**src/rtl/phs_pkg.sv**
```systemverilog
package phs_pkg;
  typedef enum logic [0:0] {
    OP_SAVE    = 1'b0,
    OP_RESTORE = 1'b1
  } phs_op_e;

  typedef enum logic [2:0] {
    ST_IDLE,
    ST_DECIDE,
    ST_LOAD_LO,
    ST_RD_HI,
    ST_WR_LO,
    ST_WR_HI,
    ST_DONE
  } phs_state_e;
endpackage

```
**src/rtl/phs_bitmap.sv**
```systemverilog
module phs_bitmap #(
  parameter int MAX_PAGES = 64,
  localparam int PIDX_W = $clog2(MAX_PAGES)
) (
  input  logic              clk_i,
  input  logic              rst_ni,
  input  logic              save_en_i,
  input  logic [PIDX_W-1:0] save_idx_i,
  input  logic              save_bit_i,
  input  logic [PIDX_W-1:0] rd_idx_i,
  output logic              rd_bit_o,
  output logic              rd_vld_o
);
  logic [MAX_PAGES-1:0] bit_q;
  logic [MAX_PAGES-1:0] vld_q;

  for (genvar g = 0; g < MAX_PAGES; g++) begin : g_entry
    always_ff @(posedge clk_i or negedge rst_ni) begin
      if (!rst_ni) begin
        bit_q[g] <= 1'b0;
        vld_q[g] <= 1'b0;
      end else if (save_en_i && save_idx_i == PIDX_W'(g)) begin
        bit_q[g] <= save_bit_i;
        vld_q[g] <= 1'b1;
      end
    end
  end

  assign rd_bit_o = bit_q[rd_idx_i];
  assign rd_vld_o = vld_q[rd_idx_i];

  assert_save_stored_R2: assert property (@(posedge clk_i) disable iff (!rst_ni)
    save_en_i |=> (bit_q[$past(save_idx_i)] == $past(save_bit_i)) && vld_q[$past(save_idx_i)]);
endmodule

```
**src/rtl/phs_hold_buf.sv**
```systemverilog
module phs_hold_buf #(
  parameter int DEPTH  = 16,
  parameter int DATA_W = 32,
  localparam int IDX_W = $clog2(DEPTH)
) (
  input  logic              clk_i,
  input  logic              rst_ni,
  input  logic              we_i,
  input  logic [IDX_W-1:0]  idx_i,
  input  logic [DATA_W-1:0] wdata_i,
  output logic [DATA_W-1:0] rdata_o
);
  logic [DATA_W-1:0] slot_q [DEPTH];

  for (genvar g = 0; g < DEPTH; g++) begin : g_slot
    always_ff @(posedge clk_i or negedge rst_ni) begin
      if (!rst_ni)                           slot_q[g] <= '0;
      else if (we_i && idx_i == IDX_W'(g))   slot_q[g] <= wdata_i;
    end
  end

  assign rdata_o = slot_q[idx_i];
endmodule

```
**src/rtl/phs_walker.sv**
```systemverilog
module phs_walker
  import phs_pkg::*;
#(
  parameter int PIDX_W  = 6,
  parameter int CHUNK_W = 5,
  parameter int HALF_W  = 4,
  parameter int DATA_W  = 32,
  localparam int MEM_AW = PIDX_W + CHUNK_W + 1 + HALF_W
) (
  input  logic              clk_i,
  input  logic              rst_ni,
  input  logic              start_i,
  input  logic              op_i,
  input  logic [PIDX_W-1:0] page_i,
  input  logic              addr_bit_i,
  output logic              busy_o,
  output logic              done_o,
  output logic              dirty_o,
  output logic [PIDX_W-1:0] page_o,
  output logic              save_en_o,
  input  logic              saved_bit_i,
  input  logic              saved_vld_i,
  output logic              hold_we_o,
  output logic [HALF_W-1:0] hold_idx_o,
  output logic [DATA_W-1:0] hold_wdata_o,
  input  logic [DATA_W-1:0] hold_rdata_i,
  output logic              mem_en_o,
  output logic              mem_we_o,
  output logic [MEM_AW-1:0] mem_addr_o,
  output logic [DATA_W-1:0] mem_wdata_o,
  input  logic [DATA_W-1:0] mem_rdata_i
);
  localparam int HALF_WORDS = 1 << HALF_W;

  phs_state_e          state_q;
  logic [PIDX_W-1:0]   page_q;
  logic                bit_q;
  logic                dirty_q;
  logic [CHUNK_W-1:0]  chunk_q;
  logic [HALF_W:0]     cnt_q;
  logic [HALF_W-1:0]   word;
  logic                accept;

  assign word   = cnt_q[HALF_W-1:0];
  assign accept = (state_q == ST_IDLE) && start_i;

  always_ff @(posedge clk_i or negedge rst_ni) begin
    if (!rst_ni) begin
      state_q <= ST_IDLE;
      page_q  <= '0;
      bit_q   <= 1'b0;
      dirty_q <= 1'b0;
      chunk_q <= '0;
      cnt_q   <= '0;
    end else begin
      unique case (state_q)
        ST_IDLE: if (start_i) begin
          page_q  <= page_i;
          bit_q   <= addr_bit_i;
          dirty_q <= 1'b0;
          chunk_q <= '0;
          cnt_q   <= '0;
          state_q <= (op_i == OP_SAVE) ? ST_DONE : ST_DECIDE;
        end
        ST_DECIDE: state_q <= (saved_vld_i && saved_bit_i != bit_q) ? ST_LOAD_LO : ST_DONE;
        ST_LOAD_LO: begin
          if (cnt_q == (HALF_W+1)'(HALF_WORDS)) begin
            cnt_q   <= '0;
            state_q <= ST_RD_HI;
          end else begin
            cnt_q <= cnt_q + 1'b1;
          end
        end
        ST_RD_HI: state_q <= ST_WR_LO;
        ST_WR_LO: state_q <= ST_WR_HI;
        ST_WR_HI: begin
          if (word == HALF_W'(HALF_WORDS - 1)) begin
            cnt_q <= '0;
            if (chunk_q == '1) begin
              dirty_q <= 1'b1;
              state_q <= ST_DONE;
            end else begin
              chunk_q <= chunk_q + 1'b1;
              state_q <= ST_LOAD_LO;
            end
          end else begin
            cnt_q   <= cnt_q + 1'b1;
            state_q <= ST_RD_HI;
          end
        end
        ST_DONE: state_q <= ST_IDLE;
        default: state_q <= ST_IDLE;
      endcase
    end
  end

  always_comb begin
    mem_en_o     = 1'b0;
    mem_we_o     = 1'b0;
    mem_addr_o   = {page_q, chunk_q, 1'b0, word};
    mem_wdata_o  = mem_rdata_i;
    hold_we_o    = 1'b0;
    hold_idx_o   = word;
    hold_wdata_o = mem_rdata_i;
    unique case (state_q)
      ST_LOAD_LO: begin
        mem_en_o   = !cnt_q[HALF_W];
        hold_we_o  = (cnt_q != '0);
        hold_idx_o = word - 1'b1;
      end
      ST_RD_HI: begin
        mem_en_o   = 1'b1;
        mem_addr_o = {page_q, chunk_q, 1'b1, word};
      end
      ST_WR_LO: begin
        mem_en_o = 1'b1;
        mem_we_o = 1'b1;
      end
      ST_WR_HI: begin
        mem_en_o    = 1'b1;
        mem_we_o    = 1'b1;
        mem_addr_o  = {page_q, chunk_q, 1'b1, word};
        mem_wdata_o = hold_rdata_i;
      end
      default: ;
    endcase
  end

  assign busy_o    = (state_q != ST_IDLE);
  assign done_o    = (state_q == ST_DONE);
  assign dirty_o   = done_o && dirty_q;
  assign page_o    = page_q;
  assign save_en_o = accept && (op_i == OP_SAVE);

  assert_idle_quiet_R9: assert property (@(posedge clk_i) disable iff (!rst_ni)
    !busy_o |-> !mem_en_o);
  assert_hi_after_lo_R3: assert property (@(posedge clk_i) disable iff (!rst_ni)
    (mem_we_o && mem_addr_o[HALF_W]) |->
      ($past(mem_we_o) && $past(mem_addr_o) == {mem_addr_o[MEM_AW-1:HALF_W+1], 1'b0, mem_addr_o[HALF_W-1:0]}));
  assert_done_pulse_R10: assert property (@(posedge clk_i) disable iff (!rst_ni)
    done_o |=> !done_o && !busy_o);
  assert_busy_held_R10: assert property (@(posedge clk_i) disable iff (!rst_ni)
    (busy_o && !done_o) |=> busy_o);
  assert_dirty_with_done_R6: assert property (@(posedge clk_i) disable iff (!rst_ni)
    dirty_o |-> done_o);
  assert_busy_start_ignored_R8: assert property (@(posedge clk_i) disable iff (!rst_ni)
    (busy_o && start_i) |-> !save_en_o);
endmodule

```
**src/rtl/page_half_swap.sv**
```systemverilog
module page_half_swap #(
  parameter int ADDR_W      = 40,
  parameter int SWAP_BIT    = 17,
  parameter int PAGE_BYTES  = 4096,
  parameter int CHUNK_BYTES = 128,
  parameter int DATA_W      = 32,
  parameter int MAX_PAGES   = 64,
  localparam int WORD_BYTES = DATA_W / 8,
  localparam int HALF_WORDS = CHUNK_BYTES / (2 * WORD_BYTES),
  localparam int CHUNKS     = PAGE_BYTES / CHUNK_BYTES,
  localparam int HALF_W     = $clog2(HALF_WORDS),
  localparam int CHUNK_W    = $clog2(CHUNKS),
  localparam int PIDX_W     = $clog2(MAX_PAGES),
  localparam int MEM_AW     = PIDX_W + CHUNK_W + 1 + HALF_W
) (
  input  logic              clk_i,
  input  logic              rst_ni,
  input  logic              start_i,
  input  logic              cmd_op_i,
  input  logic [PIDX_W-1:0] page_idx_i,
  input  logic [ADDR_W-1:0] phys_addr_i,
  output logic              busy_o,
  output logic              done_o,
  output logic              dirty_o,
  output logic [PIDX_W-1:0] dirty_page_o,
  output logic              mem_en_o,
  output logic              mem_we_o,
  output logic [MEM_AW-1:0] mem_addr_o,
  output logic [DATA_W-1:0] mem_wdata_o,
  input  logic [DATA_W-1:0] mem_rdata_i
);
  logic              save_en;
  logic              saved_bit, saved_vld;
  logic              hold_we;
  logic [HALF_W-1:0] hold_idx;
  logic [DATA_W-1:0] hold_wdata, hold_rdata;
  logic [PIDX_W-1:0] cur_page;

  phs_bitmap #(.MAX_PAGES(MAX_PAGES)) u_bitmap (
    .clk_i      (clk_i),
    .rst_ni     (rst_ni),
    .save_en_i  (save_en),
    .save_idx_i (page_idx_i),
    .save_bit_i (phys_addr_i[SWAP_BIT]),
    .rd_idx_i   (cur_page),
    .rd_bit_o   (saved_bit),
    .rd_vld_o   (saved_vld)
  );

  phs_hold_buf #(.DEPTH(HALF_WORDS), .DATA_W(DATA_W)) u_hold (
    .clk_i   (clk_i),
    .rst_ni  (rst_ni),
    .we_i    (hold_we),
    .idx_i   (hold_idx),
    .wdata_i (hold_wdata),
    .rdata_o (hold_rdata)
  );

  phs_walker #(
    .PIDX_W (PIDX_W),
    .CHUNK_W(CHUNK_W),
    .HALF_W (HALF_W),
    .DATA_W (DATA_W)
  ) u_walker (
    .clk_i        (clk_i),
    .rst_ni       (rst_ni),
    .start_i      (start_i),
    .op_i         (cmd_op_i),
    .page_i       (page_idx_i),
    .addr_bit_i   (phys_addr_i[SWAP_BIT]),
    .busy_o       (busy_o),
    .done_o       (done_o),
    .dirty_o      (dirty_o),
    .page_o       (cur_page),
    .save_en_o    (save_en),
    .saved_bit_i  (saved_bit),
    .saved_vld_i  (saved_vld),
    .hold_we_o    (hold_we),
    .hold_idx_o   (hold_idx),
    .hold_wdata_o (hold_wdata),
    .hold_rdata_i (hold_rdata),
    .mem_en_o     (mem_en_o),
    .mem_we_o     (mem_we_o),
    .mem_addr_o   (mem_addr_o),
    .mem_wdata_o  (mem_wdata_o),
    .mem_rdata_i  (mem_rdata_i)
  );

  assign dirty_page_o = cur_page;

  assert_dirty_page_stable_R6: assert property (@(posedge clk_i) disable iff (!rst_ni)
    (busy_o && !done_o) |=> $stable(dirty_page_o));
endmodule

```
**config.mk**
```make
export PLATFORM = sky130hd
export DESIGN_NAME = page_half_swap
export DESIGN_NICKNAME = d
export VERILOG_FILES = /design/src/rtl/phs_pkg.sv /design/src/rtl/phs_bitmap.sv /design/src/rtl/phs_hold_buf.sv /design/src/rtl/phs_walker.sv /design/src/rtl/page_half_swap.sv
export SDC_FILE = /design/constraint.sdc
export NUM_CORES = 1
export LEC_CHECK = 0
export ABC_CLOCK_PERIOD_IN_PS = 4200
export BUFFER_PORTS_ARGS = -buffer_cell sky130_fd_sc_hd__buf_2
export CAP_MARGIN = 25
export CORE_MARGIN = 2
export CORE_UTILIZATION = 48
export DETAILED_ROUTE_END_ITERATION = 10
export GPL_ROUTABILITY_DRIVEN = 0
export PLACE_DENSITY = 0.76
export SYNTH_ARGS = -nofsm -noshare
export SYNTH_HDL_FRONTEND = slang
export SYNTH_SLANG_ARGS = --single-unit
```
**constraint.sdc**
```tcl
create_clock -name clk_i -period 4.2 [get_ports clk_i]
set_clock_uncertainty 0.2 [all_clocks]
set_input_delay 0.84 -clock clk_i [delete_from_list [all_inputs] [get_ports clk_i]]
set_output_delay 0.84 -clock clk_i [all_outputs]
set_load 0.01 [all_outputs]
```
==> results of run 1 <==
## worst paths after layout
path                                            to  slack, ps  cells after the start
worst max-delay path               mem_wdata_o[29]        -20                     11
worst min-delay path            u_hold.slot_q[250]         10                      1
worst max register to register  u_hold.slot_q[442]        810                     10
worst min register to register  u_bitmap.vld_q[47]        260                      1
max in group asynchronous       u_hold.slot_q[361]       2810                      2
min in group clk_i              u_bitmap.vld_q[47]        260                      1
## state kept, by name, summed over array words and instances (netlist names), 3 cells and up
| register | count |
|---|---|
| u_walker.page_o | 6 |
| u_walker.chunk_q | 5 |
| u_bitmap.vld_q | 64 |
| u_walker.cnt_q | 5 |
| u_bitmap.bit_q | 64 |
| u_walker.state_q | 3 |
| u_hold.slot_q | 512 |
## cells in the mapped netlist, types with 2 or more instances
| cell | instances | area share [%] |
|---|---|---|
| a21oi_1 | 7 | 0.12 |
| nand3_1 | 7 | 0.12 |
| nand2b_1 | 45 | 0.93 |
| nor2_2 | 2 | 0.041 |
| buf_1 | 8 | 0.099 |
| o21ai_1 | 3 | 0.049 |
| nor3b_1 | 2 | 0.049 |
| inv_1 | 8 | 0.099 |
| mux2i_1 | 23 | 0.76 |
| nand4_1 | 4 | 0.082 |
| clkbuf_1 | 91 | 1.1 |
| buf_4 | 14 | 0.35 |
| nor3_1 | 12 | 0.20 |
| dfrtp_1 | 661 | 54 |
| nand3b_1 | 4 | 0.099 |
| nand2_1 | 94 | 1.2 |
| buf_6 | 5 | 0.19 |
| mux2_4 | 28 | 1.4 |
| buf_2 | 63 | 1.0 |
| a22oi_1 | 68 | 1.7 |
| nor2_1 | 87 | 1.1 |
| a31oi_1 | 37 | 0.76 |
| xnor2_1 | 2 | 0.058 |
| mux2_2 | 360 | 13 |
| xor2_1 | 2 | 0.058 |
| o22ai_1 | 4 | 0.082 |
| or2_2 | 29 | 0.60 |
| ha_1 | 6 | 0.25 |
| mux2_1 | 190 | 7.0 |
| nor2b_1 | 11 | 0.23 |
| a21boi_0 | 2 | 0.049 |
| and3_1 | 6 | 0.12 |
| o21ai_0 | 16 | 0.26 |
| mux4_2 | 154 | 11 |
| and2_1 | 7 | 0.14 |
## area by class of cell
class / count / area, µm² / share of cell area [%]
sequential: 661 / 16540 / 46.41
multi-input combinational: 1230 / 13410 / 37.63
timing repair buffer: 210 / 2115 / 5.933
clock buffer: 98 / 2112 / 5.926
tap: 846 / 1059 / 2.970
clock inverter: 28 / 367.9 / 1.032
inverter: 8 / 30.03 / 0.08425
antenna: 1 / 2.502 / 0.007021
## power by group through the flow
| stage | clock network (mW) | logic, mW | registers [mW] |
|---|---|---|---|
| 2_1_floorplan | 0 | 7.62 | 9.61 |
| 3_3_place_gp | 0 | 9.67 | 9.90 |
| 3_5_place_dp | 0 | 9.94 | 10.2 |
| 4_1_cts | 6.63 | 11.8 | 10.1 |
| 5_1_grt | 6.92 | 12.9 | 10.4 |
| 6_report | 6.55 | 12.2 | 10.2 |
## repair_timing
action | 4_1_cts | 5_1_grt
buffers inserted | 26 | 2
gates resized for setup | 82 | 25
pin swaps | 22 | 26
setup endpoints to repair | 32 | 32
cloned | 12 | 4
## logic make-up (layout without fill, tap and decap cells)
logic type / count (synthesis) / in the layout / share of synthesized area, %
compound gates: 150 / 151 / 3.381
simple gates: 314 / 314 / 4.983
mux: 755 / 755 / 33.94
flops: 661 / 661 / 54.44
other cells: 0 / 1 / 0
xor+xnor: 4 / 4 / 0.1153
buf+inv: 189 / 344 / 2.891
fa+ha+maj: 6 / 6 / 0.2471
## layer usage
metal  vias up  routed length, µm  global-route usage, %  share of wire, %
met5         -                 74                      0             0.095
met4        10               2679                  7.976               3.4
met3       186               3944                  3.862               5.1
met2       541              39240                  40.55                50
met1     10020              32160                  31.75                41
li1       7852                  -                      -                 -
## per-stage QoR
step / area, µm² / worst slack [ps] / power [mW] / hold WS, ps
after floorplan: 30380 / 734.5 / 17.23 / 228.7
after CTS: 35430 / -59.97 / 28.53 / 20.55
after global routing: 35640 / -123.7 / 30.24 / 39.77
after global placement: 32020 / 307.3 / 19.57 / 244.9
after detailed placement: 32020 / 238.9 / 20.10 / 248.0
final: 35640 / -24.20 / 28.88 / 11.52
## cells in the final DEF (no fill, tap or decap), types with 35 or more instances in the layout
| cell type | instances |
|---|---|
| buf_2 | 96 |
| mux4_2 | 154 |
| buf_4 | 52 |
| a22oi_1 | 35 |
| dfrtp_1 | 659 |
| mux2_2 | 360 |
| nand2b_1 | 44 |
| nor2_1 | 86 |
| clkbuf_16 | 78 |
| nand2_1 | 83 |
| mux2_1 | 189 |
==> summary.md, run 1 <==
| Metric | Value |
|---|---|
| # setup viols final | `2` |
| Synth Cell Area | `0.03038 mm²` |
| Share of layout cells above drive strength 1 | `a little over two fifths` |
| Hold-fix buffers, CTS | `0` |
| Syn nets | `~2200` |
| Clk sink count | `~660` |
| Reg clk slew, reported paths | `approximately 60 ps` |
| Via density | `6.038` |
| Status | `complete, but fails checks` |
| H-tree levels | `3` |
| Gate power share | `between 40% and 50%` |
| Final hold vios | `0` |
| Crit path largest cell delay | `approximately 540 ps` |
| Sequential Power Share | `a little over a third` |
| CTS tree | `built` |
| Critical path required time | `3160 ps` |
| TNS Setup | `-27.12 ps` |
| Worst-path cell chain | `nand2b_4 -> nor2_4 -> buf_12 -> xnor2_4 -> buf_6 -> buf_6 -> buf_12 -> mux4_2 -> a22oi_2 -> a31oi_2 -> buf_2` |
| Max-slew headroom | `roughly 46%` |
| Worst setup SP type | `register` |
| Detail Route Antenna Nets | `0` |
| Hold Path Class | `in -> async` |
| Worst-margin pin slew | `809.3 ps` |
| DP HPWL | `43930 µm` |
| Core Area | `approximately 0.063 mm²` |
| # IOs | `141` |
| Largest net degree at the start of global routing | `a little under 100` |
| Max_cap viols | `0` |
| Worst vdd ir | `about 0.44 mV` |
| Post-synthesis cell count | `2079` |
| CP delay by family, top | `buffers and inverters` |
| Crit-path slowest cell | `mux4_2` |
| WS Path Type | `reg -> out` |
| Vias in the first global route | `20160` |
| Root Buffer Master | `clkbuf_16` |
| CTS max path bufs | `3` |
| Worst Path Buf+Inv | `5` |
| Switching power | `9.307 mW` |
| Num rows | `92` |
| Mean area per synthesized cell | `about 15 µm²` |
| Ys flop type | `dfrtp_1` |
| F_max | `roughly 240 MHz` |
| Global route overflow | `0` |
| CTS Buf Count | `between 70 and 80` |
| Leak | `around 16 nW` |
| Pre-antenna DRT Iters | `5` |
| Net Sw Frac | `about a third` |
| Final wirelength | `slightly below 80000 µm` |
| Pwr per Cell Area | `810.3 mW/mm²` |
| Post-layout minimum cycle time | `4224 ps` |
| Crit Path Max Fanout | `7` |
| CP endpoint kind | `primary output` |
| Failing checks | `setup timing` |
| Overall routing resource usage | `about a quarter` |
| Die Y | `around 260 µm` |
| Die W | `255.6 µm` |
| Detailed-route via count | `18610` |
| Post-Route Utilization | `a little under three fifths` |
| DR DRC count | `0` |
| DIE AREA | `~0.065 mm²` |
| Non-Filler Instances | `about 3000` |
| Inst Count DP | `just under 3000` |
| Slew Limit Fails | `0` |
| Clock power frac | `a little under a quarter` |
| Synth cell types | `52` |
| EDFF count, synth | `0` |
| Seq cells post-synth | `661` |
| Number of fill cells | `between 4000 and 5000` |
| R2r startpoint | `u_walker.cnt_q[0]` |
| Synth-to-layout area growth | `17.31%` |
| Initial DRC count | `1341` |
| Initial antenna violation count | `7` |
| Nets | `about 2300` |
| P_int | `roughly 20 mW` |
| Post-route setup slack | `-24.20 ps` |
| Port-buffer cells | `101` |
| Starting density of the core | `between 40% and 50%` |
| WL per Instance | `approximately 25 µm` |
| Post-synth ARST share | `100.0%` |
| RSZ-0062 raised after global routing | `true` |
| Ys Warns | `0` |
| Critical Path AT | `around 3200 ps` |
| CP startpoint | `u_walker.state_q[2]` |
| First-pass GRT wire length | `between 100000 and 150000 µm` |
| Sequential element share of the synthesized area | `a little over half` |
| Final Cycle Share | `100.6%` |
| Worst skew pair latency | `between 600 and 700 ps` |
No activity file was read; power rests on OpenSTA's default activity.
==> inputs of run 2 (changes only) <==
ABC_CLOCK_PERIOD_IN_PS = 3900   (was 4200)
clock period = 3.9 ns   (was 4.2 ns; I/O delays follow)
==> summary.md, run 2 (same netlist as run 1, synthesis figures left out) <==
| Metric | Value |
|---|---|
| Status | `complete, but fails checks (unchanged)` |
| Failing checks | `setup timing (unchanged)` |
| DP HPWL | `43800 µm (was 43930 µm)` |
| Root Buffer Master | `clkbuf_16 (unchanged)` |
| Worst skew pair latency | `630 ps (was 610 ps)` |
| CTS max path bufs | `3 (unchanged)` |
| Post-layout minimum cycle time | `slightly above 4000 ps` |
| Pwr per Cell Area | `868.8 mW/mm² (was 810.3 mW/mm²)` |
| Post-route setup slack | `-134.4 ps (was -24.20 ps)` |
| Port-buffer cells | `101 (unchanged)` |
| Leak | `15.87 nW (was 15.83 nW)` |
| WS Path Type | `reg -> out (unchanged)` |
| P_int | `20.97 mW (was 19.58 mW)` |
| Final hold vios | `0 (unchanged)` |
| Num rows | `92 (unchanged)` |
| Hold-fix buffers, CTS | `0 (unchanged)` |
| Pre-antenna DRT Iters | `6 (was 5)` |
| Initial antenna violation count | `7 (unchanged)` |
| Reg-to-Reg End | `u_hold.slot_q[474] (was u_hold.slot_q[442])` |
| Commonest non-fill, non-tap cell in the layout | `dfrtp_1 (unchanged)` |
| Switching power | `10.10 mW (was 9.307 mW)` |
| Final wirelength | `77310 µm (was 78090 µm)` |
| CTS Buf Count | `70 (was 71)` |
| Overall routing resource usage | `23.27% (was 23.98%)` |
| Via density | `6.028 (was 6.038)` |
| WHS | `26.13 ps (was 11.52 ps)` |
| Worst Path Buf+Inv | `4 (was 5)` |
| # IOs | `141 (unchanged)` |
| Die W | `255.6 µm (unchanged)` |
| Critical path required time | `2920 ps (was 3160 ps)` |
| Worst setup SP type | `register (unchanged)` |
| Max_cap viols | `0 (unchanged)` |
| R2R setup slack | `360 ps (was 810 ps)` |
| CP startpoint | `u_walker.state_q[2] (unchanged)` |
| DIE AREA | `0.06533 mm² (unchanged)` |
| Clk sink count | `661 (unchanged)` |
| Largest net degree at the start of global routing | `97 (unchanged)` |
| RSZ-0062 raised after global routing | `true (unchanged)` |
| Share of layout cells above drive strength 1 | `44.74% (was 43.94%)` |
| Max-slew headroom | `41.50% (was 46.04%)` |
| Levels on crit path | `10 (was 11)` |
| CTS tree | `built (unchanged)` |
| Global route overflow | `0 (unchanged)` |
| CP delay by family, top | `buffers and inverters (unchanged)` |
| R2r startpoint | `u_walker.state_q[2] (was u_walker.cnt_q[0])` |
| Critical Path AT | `3050 ps (was 3180 ps)` |
| F_max | `247.9 MHz` |
| Starting density of the core | `48.34% (unchanged)` |
| DP Worst Slack | `153.9 ps (was 238.9 ps)` |
| Vias in the first global route | `20110 (was 20160)` |
| Worst Setup EP | `mem_wdata_o[3] (was mem_wdata_o[29])` |
| Crit Path Max Fanout | `8 (was 7)` |
| Die Y | `255.6 µm (unchanged)` |
| Crit-path slowest cell | `mux4_2 (unchanged)` |
| First-pass GRT wire length | `118100 µm (was 121400 µm)` |
| R2R depth | `13 (was 10)` |
| Max reg flops | `512 (unchanged)` |
| Slew Limit Fails | `0 (unchanged)` |
| Reg with most FFs | `u_hold.slot_q (unchanged)` |
| Hold Path Class | `in -> async (unchanged)` |
| Sequential Power Share | `35.2% (about the same)` |
| Synth-to-layout area growth | `17.72% (was 17.31%)` |
| DR DRC count | `0 (unchanged)` |
| Reg clk slew, reported paths | `60 ps (about the same)` |
| Worst-margin pin slew | `870.8 ps (was 809.3 ps)` |
| Most Frequent Cell on Critical Path | `buf_6` |
| Final Cycle Share | `103.4%` |
| # setup viols final | `28 (was 2)` |
| Inst Count DP | `2923 (was 2912)` |
| Gate power share | `43.6% (was 42.1%)` |
| Worst vdd ir | `0.4575 mV (was 0.4439 mV)` |
| Placed Instance Area | `0.03212 mm² (was 0.03202 mm²)` |
| Detailed-route via count | `18690 (was 18610)` |
| Core Area | `0.06285 mm² (unchanged)` |
| Non-Filler Instances | `3100 (was 3082)` |
| CP endpoint kind | `primary output (unchanged)` |
| Clock power frac | `21.2% (was 22.7%)` |
| Most frequent cells in the layout | `659 x dfrtp_1, 360 x mux2_2, 189 x mux2_1 (unchanged)` |
| WL per Instance | `24.94 µm (was 25.34 µm)` |
| Initial DRC count | `1295 (was 1341)` |
| Crit path largest cell delay | `510 ps (was 540 ps)` |
| Detail Route Antenna Nets | `0 (unchanged)` |
| H-tree levels | `3 (unchanged)` |
| Design Area, Final | `0.03577 mm² (was 0.03564 mm²)` |
| Nets | `2290 (was 2270)` |
| Worst-path cell chain | `nand2b_4 -> nor2_4 -> xnor2_4 -> buf_6 -> buf_12 -> buf_6 -> mux4_2 -> a22oi_2 -> a31oi_4 -> buf_6 (was nand2b_4 -> nor2_4 -> buf_12 -> xnor2_4 -> buf_6 -> buf_6 -> buf_12 -> mux4_2 -> a22oi_2 -> a31oi_2 -> buf_2)` |
| Biggest regs | `u_hold.slot_q (512), u_bitmap.bit_q (64), u_bitmap.vld_q (64) (unchanged)` |
| Net Sw Frac | `32.52% (was 32.22%)` |
-- run 2: layer usage --
layer / routed length [µm] / part of all wire [%] / global-route usage [%] / vias to the layer above
li1: - / - / - / 7896
met1: 30960 / 40 / 29.97 / 9890
met2: 38490 / 50 / 39.25 / 654
met3: 4431 / 5.7 / 4.476 / 235
met4: 3349 / 4.3 / 8.772 / 12
met5: 77 / 0.10 / 0 / -
-- run 2: final cells by class --
cell class	instances	area [µm²]
clock buffer	98	1998
inverter	8	30.03
clock inverter	25	272.8
antenna	1	2.502
sequential	661	16540
multi-input combinational	1230	13520
timing repair buffer	231	2337
fill	4750	27080
tap	846	1059
-- run 2: worst min-delay path by stage --
stage	slack [ps]	depth (start not counted)	start	end
5_1_grt	60	1	rst_ni	u_hold.slot_q[501]
6_report	30	1	rst_ni	u_hold.slot_q[501]
3_3_place_gp	240	1	u_bitmap.vld_q[61]	u_bitmap.vld_q[61]
2_1_floorplan	230	1	u_bitmap.vld_q[13]	u_bitmap.vld_q[13]
3_5_place_dp	250	1	u_bitmap.vld_q[31]	u_bitmap.vld_q[31]
4_1_cts	30	1	rst_ni	u_hold.slot_q[21]
-- run 2: worst reg2reg max path, stage by stage, from the launching register on --
cell,delay [ps]
dfrtp_1,370
nand2b_4,150
nor2_4,200
buf_4,150
buf_4,100
o21ai_1,80
mux2i_1,250
o22ai_4,160
buf_12,150
clkbuf_16,210
buf_4,200
nand2_2,540
buf_12,280
mux2_2,400
-- run 2: timing repair --
action | CTS | global route
hold endpoints to repair | 0 | 0
gates resized for setup | 92 | 36
setup buffers | 24 | 13
pin swaps | 27 | 40
cloned | 10 | 9
endpoints found under the setup margin | 32 | 32
-- run 2: per-stage QoR --
| stage | power [mW] | TNS [ps] | util [%] |
|---|---|---|---|
| after global routing | 32.51 | -6277 | 56.91 |
| after CTS | 30.26 | -4878 | 56.22 |
| final | 31.07 | -2152 | 56.91 |
| after detailed placement | 21.73 | 0 | 51.10 |
| after floorplan | 18.56 | 0 | - |
| after global placement | 21.16 | 0 | 51.10 |
-- run 2: power by group through the flow --
stage / sequential (mW) / combinational (mW) / clock, mW
final: 10.9 / 13.6 / 6.59
after global routing: 11.2 / 14.3 / 6.99
after CTS: 10.8 / 12.7 / 6.69
after detailed placement: 10.9 / 10.8 / 0
after global placement: 10.7 / 10.5 / 0
after floorplan: 10.3 / 8.21 / 0
==> inputs of run 3 (changes only) <==
CORE_UTILIZATION = 45   (was 48)
HOLD_SLACK_MARGIN = 0.03   (was not set)
PLACE_DENSITY = 0.72   (was 0.76)
==> summary.md, run 3 (same netlist as run 1, synthesis figures left out) <==
| Metric | Value |
|---|---|
| Largest net degree at the start of global routing | `133 (was 97)` |
| Reg with most FFs | `u_hold.slot_q (unchanged)` |
| Multi-input gate area | `0.01354 mm² (was 0.01352 mm²)` |
| Worst setup SP type | `register (unchanged)` |
| Power Total | `31.19 mW (was 31.07 mW)` |
| F_max | `245.5 MHz (was 247.9 MHz)` |
| CP endpoint kind | `primary output (unchanged)` |
| CTS Buf Count | `69 (was 70)` |
| # setup viols final | `32 (was 28)` |
| Die Y | `263.8 µm (was 255.6 µm)` |
| RSZ-0062 raised after global routing | `true (unchanged)` |
| Root Buffer Master | `clkbuf_16 (unchanged)` |
| Final hold vios | `0 (unchanged)` |
| Inst Count DP | `2948 (was 2923)` |
| DR DRC count | `0 (unchanged)` |
| Design Area, Final | `0.03578 mm² (was 0.03577 mm²)` |
| Post-route setup slack | `-172.6 ps (was -134.4 ps)` |
| First-pass GRT wire length | `116300 µm (was 118100 µm)` |
| Overall routing resource usage | `21.46% (was 23.27%)` |
| WS Path Type | `reg -> out (unchanged)` |
| R2R setup slack | `580 ps (was 360 ps)` |
| Max reg flops | `512 (unchanged)` |
| Commonest non-fill, non-tap cell in the layout | `dfrtp_1 (unchanged)` |
| Placed Instance Area | `0.03204 mm² (was 0.03212 mm²)` |
| Critical Path AT | `3090 ps (was 3050 ps)` |
| WL per Instance | `24.10 µm (was 24.94 µm)` |
| Max-slew headroom | `45.75% (was 41.50%)` |
| Most frequent cells in the layout | `660 x dfrtp_1, 361 x mux2_2, 189 x mux2_1 (was 659 x dfrtp_1, 360 x mux2_2, 189 x mux2_1)` |
| Worst Path Buf+Inv | `6 (was 4)` |
| Share of layout cells above drive strength 1 | `44.32% (was 44.74%)` |
| Leak | `15.81 nW (was 15.87 nW)` |
| Crit Path Max Fanout | `7 (was 8)` |
| CP delay by family, top | `buffers and inverters (unchanged)` |
| Hold Path Class | `in -> reg (was in -> async)` |
| WHS | `229.9 ps (was 26.13 ps)` |
| Pwr per Cell Area | `871.8 mW/mm² (was 868.8 mW/mm²)` |
| Worst vdd ir | `0.4736 mV (was 0.4575 mV)` |
| Crit-path slowest cell | `dfrtp_1 (was mux4_2)` |
| Vias in the first global route | `19630 (was 20110)` |
| Max_cap viols | `0 (unchanged)` |
| Post-layout minimum cycle time | `4073 ps (was 4034 ps)` |
| Final Cycle Share | `104.4% (was 103.4%)` |
| Most Frequent Cell on Critical Path | `buf_12 (was buf_6)` |
| Worst-margin pin slew | `807.6 ps (was 870.8 ps)` |
| Die W | `263.8 µm (was 255.6 µm)` |
| # IOs | `141 (unchanged)` |
| Nets | `2278 (was 2290)` |
| DIE AREA | `0.06961 mm² (was 0.06533 mm²)` |
| Clk sink count | `661 (unchanged)` |
| Non-Filler Instances | `3118 (was 3100)` |
| Biggest regs | `u_hold.slot_q (512), u_bitmap.bit_q (64), u_bitmap.vld_q (64) (unchanged)` |
| CTS max path bufs | `3 (unchanged)` |
| Register Area | `0.01654 mm² (about the same)` |
| Crit path largest cell delay | `390 ps (was 510 ps)` |
| Via density | `5.848 (was 6.028)` |
| Port-buffer cells | `101 (unchanged)` |
| Core Area | `0.06704 mm² (was 0.06285 mm²)` |
| CTS tree | `built (unchanged)` |
| Slew Limit Fails | `0 (unchanged)` |
| Final wirelength | `75160 µm (was 77310 µm)` |
| Status | `complete, but fails checks (unchanged)` |
| DP HPWL | `44080 µm (was 43800 µm)` |
| Critical path required time | `2920 ps (about the same)` |
| Reg clk slew, reported paths | `60 ps (about the same)` |
| H-tree levels | `3 (unchanged)` |
| Global route overflow | `0 (unchanged)` |
| Initial DRC count | `1299 (was 1295)` |
| Worst-path cell chain | `nand2b_4 -> nor2_4 -> buf_12 -> mux2i_4 -> buf_6 -> buf_12 -> buf_12 -> clkbuf_16 -> mux4_2 -> a22oi_2 -> a31oi_1 -> buf_2 (was nand2b_4 -> nor2_4 -> xnor2_4 -> buf_6 -> buf_12 -> buf_6 -> mux4_2 -> a22oi_2 -> a31oi_4 -> buf_6)` |
| Synth-to-layout area growth | `17.77% (was 17.72%)` |
| Failing checks | `setup timing (unchanged)` |
| Num rows | `95 (was 92)` |
| Detailed-route via count | `18240 (was 18690)` |
| Number of fill cells | `5285 (was 4750)` |
| Pre-antenna DRT Iters | `5 (was 6)` |
| Detail Route Antenna Nets | `0 (unchanged)` |
| Initial antenna violation count | `7 (unchanged)` |
| Starting density of the core | `45.32% (was 48.34%)` |
| Worst skew pair latency | `610 ps (was 630 ps)` |
run 3: cell type report:
class	count	area share (%)
sequential	661	46.23
multi-input combinational	1229	37.83
timing repair buffer	221	6.235
clock buffer	103	5.717
tap	873	3.053
clock inverter	21	0.8392
inverter	8	0.08392
antenna	2	0.01399
run 3: final timing paths:
path,from,endpoint,depth (start not counted)
max reg2reg,u_walker.state_q[0],u_bitmap.bit_q[50],8
max in group asynchronous,rst_ni,u_hold.slot_q[61],3
max,u_walker.state_q[2],mem_wdata_o[17],12
min,page_idx_i[0],u_walker.page_o[0],3
min reg2reg,u_bitmap.vld_q[5],u_bitmap.vld_q[5],1
min in group asynchronous,rst_ni,u_hold.slot_q[39],2
run 3: stage by stage:
stage | worst slack (ps) | utilization (%) | TNS, ps
global route | -276.4 | 53.37 | -7310
floorplan | 494.5 | - | 0
global placement | 191.4 | 47.79 | 0
finish | -172.6 | 53.37 | -4104
detailed placement | 138.8 | 47.79 | 0
CTS | -222.6 | 52.63 | -5850
run 3: tightest hold or removal path, stage by stage:
cell and delay [ps]:
buf_2 130, nand2_1 60, nand2_1 40
run 3: what timing repair did:
| item | 4_1_cts | 5_1_grt |
|---|---|---|
| hold buffers | 1 | 0 |
| resized for setup | 92 | 41 |
| cloned | 11 | 11 |
| setup endpoints to repair | 32 | 32 |
| buffers inserted | 15 | 8 |
| hold endpoints to repair | 45 | 0 |
| pin swaps | 25 | 30 |
run 3: report_power, final:
group          leakage [nW]  internal [mW]  switching [mW]  total [mW]
registers              8.34           9.44            1.41        10.9
clock network          1.15           4.00            2.78        6.78
logic                  6.32           7.69            5.88        13.6
total                  15.8           21.1            10.1        31.2
run 3: routing by layer:
layer | vias up | share of wire [%] | track usage [%] | routed length, µm
met3 | 120 | 4.2 | 3.887 | 3192
met5 | - | 0.064 | 0 | 48
met2 | 403 | 51 | 36.85 | 38340
met1 | 9856 | 42 | 27.93 | 31890
li1 | 7848 | - | - | -
met4 | 8 | 2.2 | 6.265 | 1684
